==> config.mk <==
export PLATFORM = sky130hd
export DESIGN_NAME = rc_table_validator
export DESIGN_NICKNAME = d
export VERILOG_FILES = /design/src/rtl/rc_pkg.sv /design/src/rtl/rc_step_tracker.sv /design/src/rtl/rc_table_verdict.sv /design/src/rtl/rc_query_check.sv /design/src/rtl/rc_table_validator.sv
export SDC_FILE = /design/constraint.sdc
export NUM_CORES = 1
export LEC_CHECK = 0
export BUFFER_PORTS_ARGS = -buffer_cell sky130_fd_sc_hd__buf_4
export CORE_MARGIN = 1.5
export CORE_UTILIZATION = 50
export CTS_CLUSTER_DIAMETER = 150
export DETAILED_ROUTE_END_ITERATION = 12
export PLACE_DENSITY = 0.77
export SYNTH_ARGS = -nofsm -noshare
export SYNTH_HDL_FRONTEND = slang
export SYNTH_SLANG_ARGS = --single-unit
export TNS_END_PERCENT = 1
==> constraint.sdc <==
create_clock -name clk -period 2.8 [get_ports clk]
set_input_delay 0.28 -clock clk [delete_from_list [all_inputs] [get_ports clk]]
set_output_delay 0.28 -clock clk [all_outputs]
set_load 0.01 [all_outputs]
==> src/rtl/rc_pkg.sv <==
package rc_pkg;

  typedef enum logic [1:0] {
    STEP_HOLD = 2'd0,
    STEP_INC  = 2'd1,
    STEP_BAD  = 2'd2
  } step_kind_e;

  // Widened to 32 bits so that max+1 does not wrap back to zero.
  function automatic step_kind_e classify_step(input logic [31:0] prev_v,
                                               input logic [31:0] cur_v);
    if (cur_v == prev_v)            return STEP_HOLD;
    else if (cur_v == prev_v + 1)   return STEP_INC;
    else                            return STEP_BAD;
  endfunction

endpackage

==> src/rtl/rc_step_tracker.sv <==
module rc_step_tracker
  import rc_pkg::*;
#(
  parameter int VAL_W = 16,
  parameter int IDX_W = 20
) (
  input  logic             clk,
  input  logic             rst,
  input  logic             take,
  input  logic [VAL_W-1:0] value,
  output logic             err_now,
  output logic             start_bad_now,
  output logic             step_err,
  output logic [IDX_W-1:0] step_err_idx
);

  localparam logic [IDX_W-1:0] IDX_SAT = {IDX_W{1'b1}};
  localparam int               PAD_W   = 32 - VAL_W;

  logic [VAL_W-1:0] prev_q;
  logic [IDX_W-1:0] idx_q;
  logic             started_q;
  logic             start_bad_q;
  step_kind_e       kind;
  logic             step_bad;

  assign kind          = classify_step({{PAD_W{1'b0}}, prev_q}, {{PAD_W{1'b0}}, value});
  assign step_bad      = started_q && (kind == STEP_BAD);
  assign err_now       = step_err | (take & step_bad);
  assign start_bad_now = start_bad_q | (take & ~started_q & (value != '0));

  always_ff @(posedge clk) begin
    if (rst) begin
      prev_q       <= '0;
      idx_q        <= '0;
      started_q    <= 1'b0;
      start_bad_q  <= 1'b0;
      step_err     <= 1'b0;
      step_err_idx <= '0;
    end else if (take) begin
      prev_q    <= value;
      started_q <= 1'b1;
      if (idx_q != IDX_SAT) idx_q <= idx_q + 1'b1;
      if (!started_q && value != '0) start_bad_q <= 1'b1;
      if (step_bad && !step_err) begin
        step_err     <= 1'b1;
        step_err_idx <= idx_q;
      end
    end
  end

endmodule

==> src/rtl/rc_table_verdict.sv <==
module rc_table_verdict #(
  parameter int VAL_W = 16
) (
  input  logic             clk,
  input  logic             rst,
  input  logic             take,
  input  logic             last,
  input  logic [VAL_W-1:0] value,
  input  logic             err_now,
  input  logic             start_bad_now,
  output logic             table_done,
  output logic             table_ok
);

  localparam logic [VAL_W-1:0] TOP_VAL = {VAL_W{1'b1}};

  always_ff @(posedge clk) begin
    if (rst) begin
      table_done <= 1'b0;
      table_ok   <= 1'b0;
    end else if (take && last) begin
      table_done <= 1'b1;
      table_ok   <= ~err_now & ~start_bad_now & (value == TOP_VAL);
    end
  end

endmodule

==> src/rtl/rc_query_check.sv <==
module rc_query_check #(
  parameter int VAL_W = 16,
  parameter int QRY_W = 32
) (
  input  logic             clk,
  input  logic             rst,
  input  logic             qry_valid,
  input  logic             qry_last,
  input  logic [QRY_W-1:0] qry_value,
  output logic             query_done,
  output logic             query_ok
);

  logic over;
  logic take;

  generate
    if (QRY_W > VAL_W) begin : g_wide
      localparam logic [QRY_W-1:0] TOP_Q = {{(QRY_W-VAL_W){1'b0}}, {VAL_W{1'b1}}};
      assign over = (qry_value > TOP_Q);
    end else begin : g_narrow
      assign over = 1'b0;
    end
  endgenerate

  assign take = qry_valid & ~query_done;

  always_ff @(posedge clk) begin
    if (rst) begin
      query_done <= 1'b0;
      query_ok   <= 1'b1;
    end else if (take) begin
      if (over)     query_ok   <= 1'b0;
      if (qry_last) query_done <= 1'b1;
    end
  end

endmodule

==> src/rtl/rc_table_validator.sv <==
module rc_table_validator #(
  parameter int VAL_W = 16,
  parameter int QRY_W = 32,
  parameter int IDX_W = 20
) (
  input  logic             clk,
  input  logic             rst,
  input  logic             tbl_valid,
  input  logic [VAL_W-1:0] tbl_value,
  input  logic             tbl_last,
  input  logic             qry_valid,
  input  logic [QRY_W-1:0] qry_value,
  input  logic             qry_last,
  output logic             table_done,
  output logic             table_ok,
  output logic             step_err,
  output logic [IDX_W-1:0] step_err_idx,
  output logic             query_done,
  output logic             query_ok
);

  logic tbl_take;
  logic err_now;
  logic start_bad_now;

  assign tbl_take = tbl_valid & ~table_done;

  rc_step_tracker #(.VAL_W(VAL_W), .IDX_W(IDX_W)) u_track (
    .clk           (clk),
    .rst           (rst),
    .take          (tbl_take),
    .value         (tbl_value),
    .err_now       (err_now),
    .start_bad_now (start_bad_now),
    .step_err      (step_err),
    .step_err_idx  (step_err_idx)
  );

  rc_table_verdict #(.VAL_W(VAL_W)) u_verdict (
    .clk           (clk),
    .rst           (rst),
    .take          (tbl_take),
    .last          (tbl_last),
    .value         (tbl_value),
    .err_now       (err_now),
    .start_bad_now (start_bad_now),
    .table_done    (table_done),
    .table_ok      (table_ok)
  );

  rc_query_check #(.VAL_W(VAL_W), .QRY_W(QRY_W)) u_query (
    .clk        (clk),
    .rst        (rst),
    .qry_valid  (qry_valid),
    .qry_last   (qry_last),
    .qry_value  (qry_value),
    .query_done (query_done),
    .query_ok   (query_ok)
  );

endmodule

* Yosys cells after proc, flatten, opt, wreduce, memory -nomap -nowiden
Cells that the tools add are included.
** Cells by class
- Add/sub/neg operators :: 2
- Magnitude comparators :: 1
- Equality and inequality tests :: 5
- Mux-type cells :: 2
- Bitwise gates (word level) :: 14
- Reduce and logical (&&, ||, !) cells :: 12
** Operator list (count)
- 16-bit by 32-bit == test with 1-bit output :: 1
- 32-bit by 16-bit > comparator with 1-bit output (second input constant) :: 1
- 20-bit by 1-bit adder with 20-bit output (second input constant) :: 1
- 20-bit != test (second input constant) :: 1
- 16-bit by 1-bit adder with 17-bit output (second input constant) :: 1
- 16-bit == test :: 1
- 16-bit == test (second input constant) :: 1
- 16-bit nonzero test :: 1
- 2-bit AND reduction :: 5
- 1-bit bitwise AND :: 7
- 1-bit inverter :: 5
- 1-bit logical AND :: 4
- 2-bit 2-to-1 mux :: 2
- 2-bit == test (second input constant) :: 1
- 1-bit zero test :: 2
- 1-bit bitwise OR :: 2
** Word-level totals
- Flip-flop bits (word level) :: 63
- Bits of input ports :: 54

* Longest topological paths before layout
- Depth after elaboration :: 11
- Mapped depth :: 10
- Gate-level depth less buffers :: 8

* By module
Synthesis repeated with hierarchy kept, for this count alone.
** Unflattened totals
- Cells, all modules :: 386
- Area total of the unflattened synthesis :: 3427.0 um^2
** By module, submodules not included
- rc_step_tracker :: instances 1, cells each 360, area an instance 3201.8 um^2, seq. area each 1181.1 um^2
- rc_table_verdict :: instances 1, cells each 13, area an instance 111.4 um^2, seq. area each 40.0 um^2
- rc_query_check :: instances 1, cells each 12, area an instance 100.1 um^2, seq. area each 40.0 um^2
- rc_table_validator :: instances 1, cells each 1, area an instance 13.8 um^2, seq. area each 0.0 um^2

* Least setup slack after synthesis
Ideal clock, no wire load.
- Path type :: reg-to-reg
- Start :: register u_track.prev_q[0]
- End :: register u_track.step_err_idx[0]
- Arrival time :: 2.285 ns
- Required time :: 2.728 ns
- Path slack :: 0.444 ns
- Stages on the path, launching flop included :: 11
- Period minus slack after synthesis :: 2.356 ns
- Cell sequence :: dfxtp_1 ha_1 buf_6 and4_4 a2111o_1 o311ai_1 o211ai_1 a2111o_1 nand2_2 buf_12 mux2i_1
** On the way
- Word-level cells in the longest chain between the ends :: 8
** Ends and longest elaborated chain
- start, declared :: line rc_step_tracker.sv:20 : logic [VAL_W-1:0] prev_q;
- start signal, assigned :: line rc_step_tracker.sv:41 : prev_q <= value;
- 16-bit by 1-bit adder with 17-bit output :: line rc_pkg.sv:13 : else if (cur_v == prev_v + 1) return STEP_INC;
- 16-bit by 32-bit == test with 1-bit output :: line rc_pkg.sv:13
- 2-bit 2-to-1 mux :: line rc_pkg.sv:13
- 2-bit 2-to-1 mux (*) :: line rc_pkg.sv:12 : if (cur_v == prev_v) return STEP_HOLD;
- 2-bit == test (*) :: line rc_step_tracker.sv:28 : assign step_bad = started_q && (kind == STEP_BAD);
- 1-bit logical AND (*) :: line rc_step_tracker.sv:28
- 1-bit logical AND (*) :: line rc_step_tracker.sv:45 : if (step_bad && !step_err) begin
- 2-bit AND reduction (no line) (*)
- end signal, assigned :: line rc_step_tracker.sv:47 : step_err_idx <= idx_q;
- end, declared :: line rc_step_tracker.sv:14 : output logic [IDX_W-1:0] step_err_idx
Every way passes the cells marked *; elsewhere a longest branch is shown, timed or not.
A chain may end at the register's enable or synchronous reset.

* Final worst setup path
- Start :: register u_track.prev_q[1]
- End :: register u_track.step_err_idx[10]
Same word-level chain as after synthesis.

==> metrics.cfg <==
[clock_tree]
htree_levels = 3
cts.repair.resized = 0
cts.sinks = 63
clk_pin_slew_worst_paths_ns = 0.07
clkLatencyLatePin_ns = 0.34
postCtsSetupRepairBufs = 0
postCtsHoldBufs = 0
tritoncts = done
cts_buffer_depth = 2
root_buffer = clkbuf_8
numCtsBuffers = 9

[synthesis]
synth_area_um2 = 3470
synth_cell_types = 52
syn_area_per_cell_um2 = 8.26
yosysWarnings = 0
seq_area_frac_synth_pct = 36.3
netlist.area_leader.share_pct = 36.3
synth_area_leaders = dfxtp_1, nand2b_1, mux2i_1, nand2_1, xor2_1
postSynthCellCount = 420
synth_ff_type = dfxtp_1
synth_top_area_cell = dfxtp_1
synth_fp_nets = 476
async_flop_share_pct = 0
ys_ff_latch = 63
synth_edf_count = 0

[setup_path]
critPathRequiredTime_ns = 3.05
critPathCaptureType = flip-flop
crit_fanout = 20
reg2reg_depth = 9
crit_path_start_kind = flip-flop
crit_arrival_ns = 2.88
critical_path_class = reg2reg

[route]
drc_errors = 0
firstDrtPassIters = 4
drt-wirelength-per-cell_um = 14.3
first_iter_violations = 234
num_vias = 3146
viasPerCell = 5.60
totalWireLength_um = 8040
ant_nets = 0

[sta]
finalCritPeriodShare_pct = 93.7
fin_setup_tns_ns = 0
rsz0062_at_grt = false
worstMarginPinSlew_ns = 0.670
finalHoldViolations = 0
fmax_ghz = 0.381
hold-worst-slack_ns = 0.178
clock_skew_ns = 0.00978
relSlewSlack_pct = 54.9
slew_viol_final = 0
setup_viol = 0
fin_crit_ns = 2.62

[global_routing]
grt_use_total_pct = 22.8
overflow = 0
grt_antenna_before_repair = 0
grt_max_degree = 58
grt_pass1_vias = 2808
grt_pass1_wl_um = 13300

[place]
place.gp.congestion = 0.923
portBuffers = 62
placed_cell_area_um2 = 3980
hpwl_um = 5960

[final_layout]
post-route-util_pct = 61.8
num_antenna_cells = 0
area_growth_pct = 20.3
postLayoutCellArea_um2 = 4170
nets = 533
layout-drive-gt1-share_pct = 19.9

[pwr]
total_leakage_power_nw = 1.71
power_density_nw_per_um2 = 476
ir_drop_uv = 306
total_power_mw = 1.99

[min_path]
worstHoldPathCells = 3
hold_path_class = in2reg

[floorplanning]
core-area_um2 = 6760
pin_count = 79
num_rows = 30
die_h_um = 86.3
dieWidth_um = 86.3
die_area_um2 = 7450
start_util_pct = 51.4

[job]
cap_violations = 0

[status]
status = finished, final reports clean

-- cells in the mapped netlist (4+ instances only) --
master,count
dfxtp_1,63
nand2_1,53
nand2b_1,45
nor2_1,28
a21oi_1,26
mux2i_1,22
xor2_1,21
clkbuf_1,18
nand4_1,18
nand3_1,13
xnor2_1,13
nor4_1,12
inv_1,8
nor2b_1,7
and3_1,6
nor3_1,6
or3_1,5
a211oi_1,4
o21ai_0,4
-- flip-flops by register name, summed over array words and instances, names as in the netlist --
signal	flops
u_track.start_bad_q	1
u_query.query_done	1
u_track.prev_q	16
u_query.query_ok	1
u_verdict.table_done	1
u_track.step_err_idx	20
u_track.idx_q	20
u_track.step_err	1
u_track.started_q	1
u_verdict.table_ok	1
-- critical path, stage by stage (launching register included) --
cell      delay (ns)
dfxtp_1         0.47
ha_2            0.34
and3_1          0.26
nand4_1         0.13
mux2i_1         0.23
nand4_1         0.13
a2111o_1        0.42
nand2_2         0.12
buf_12          0.19
mux2i_1         0.26
-- kinds of logic after synthesis --
logic type / share of synthesized area [%]
compound gates: 9.99
xor+xnor: 8.58
fa+ha+maj: 0.721
buf+inv: 4.94
flops: 36.3
mux: 6.34
simple gates: 33.1
-- metal layers --
layer	vias to the layer above	GRT usage (%)	wire length (µm)
met1	1457	32.6	3690
li1	1571	-	-
met5	-	0	0
met3	15	5.14	552
met4	0	8.80	163
met2	103	33.4	3640
-- where the power goes --
part           internal (mW)  switching [mW]  leakage [nW]
clock network          0.412           0.375        0.0956
logic                  0.118           0.133          1.10
registers              0.920          0.0282         0.512
total                   1.45           0.536          1.71
-- stage by stage --
step / std cells / setup slack (ns)
6_report: 562 / 0.177
5_1_grt: 562 / 0.00545
4_1_cts: 562 / 0.143
3_5_place_dp: 546 / 0.160
3_3_place_gp: 546 / 0.248
2_1_floorplan: 420 / 0.444
-- final timing paths --
check	startpoint	to	slack, ns
worst max register to register	u_track.prev_q[1]	u_track.step_err_idx[10]	0.18
worst max-delay path	u_track.prev_q[1]	u_track.step_err_idx[10]	0.18
worst min-delay path	qry_last	u_query.query_done	0.18
worst min register to register	u_track.start_bad_q	u_track.start_bad_q	0.47
-- cell type report --
cell class	count	area, µm²
Timing Repair Buffer	71	546
Clock buffer	9	124
Multi-Input combinational cell	324	2040
Clock inverter	7	72.6
Fill cell	614	2580
Tap cell	80	100
Inverter	8	30.0
Sequential cell	63	1260
-- cells in the final DEF (no fill, tap or decap), types with 3 or more instances in the layout --
| cell | Yosys | routed |
|---|---|---|
| inv_1 | 8 | 8 |
| nor3_1 | 6 | 6 |
| mux2i_1 | 22 | 22 |
| nand2b_1 | 45 | 45 |
| nor2_1 | 28 | 28 |
| or3_1 | 5 | 5 |
| and3b_1 | 3 | 3 |
| o21ai_1 | 3 | 3 |
| dfxtp_1 | 63 | 63 |
| a21oi_1 | 26 | 26 |
| nand2_1 | 53 | 53 |
| nor2b_1 | 7 | 7 |
| clkbuf_8 | 0 | 9 |
| xor2_1 | 21 | 21 |
| buf_4 | 1 | 70 |
| nand4_1 | 18 | 18 |
| nand3_1 | 13 | 13 |
| xnor2_1 | 13 | 13 |
| nor4_1 | 12 | 12 |
| a211oi_1 | 4 | 4 |
| and3_1 | 6 | 6 |
| o21ai_0 | 4 | 4 |
Note: power is estimated with default switching activity, not from simulation.
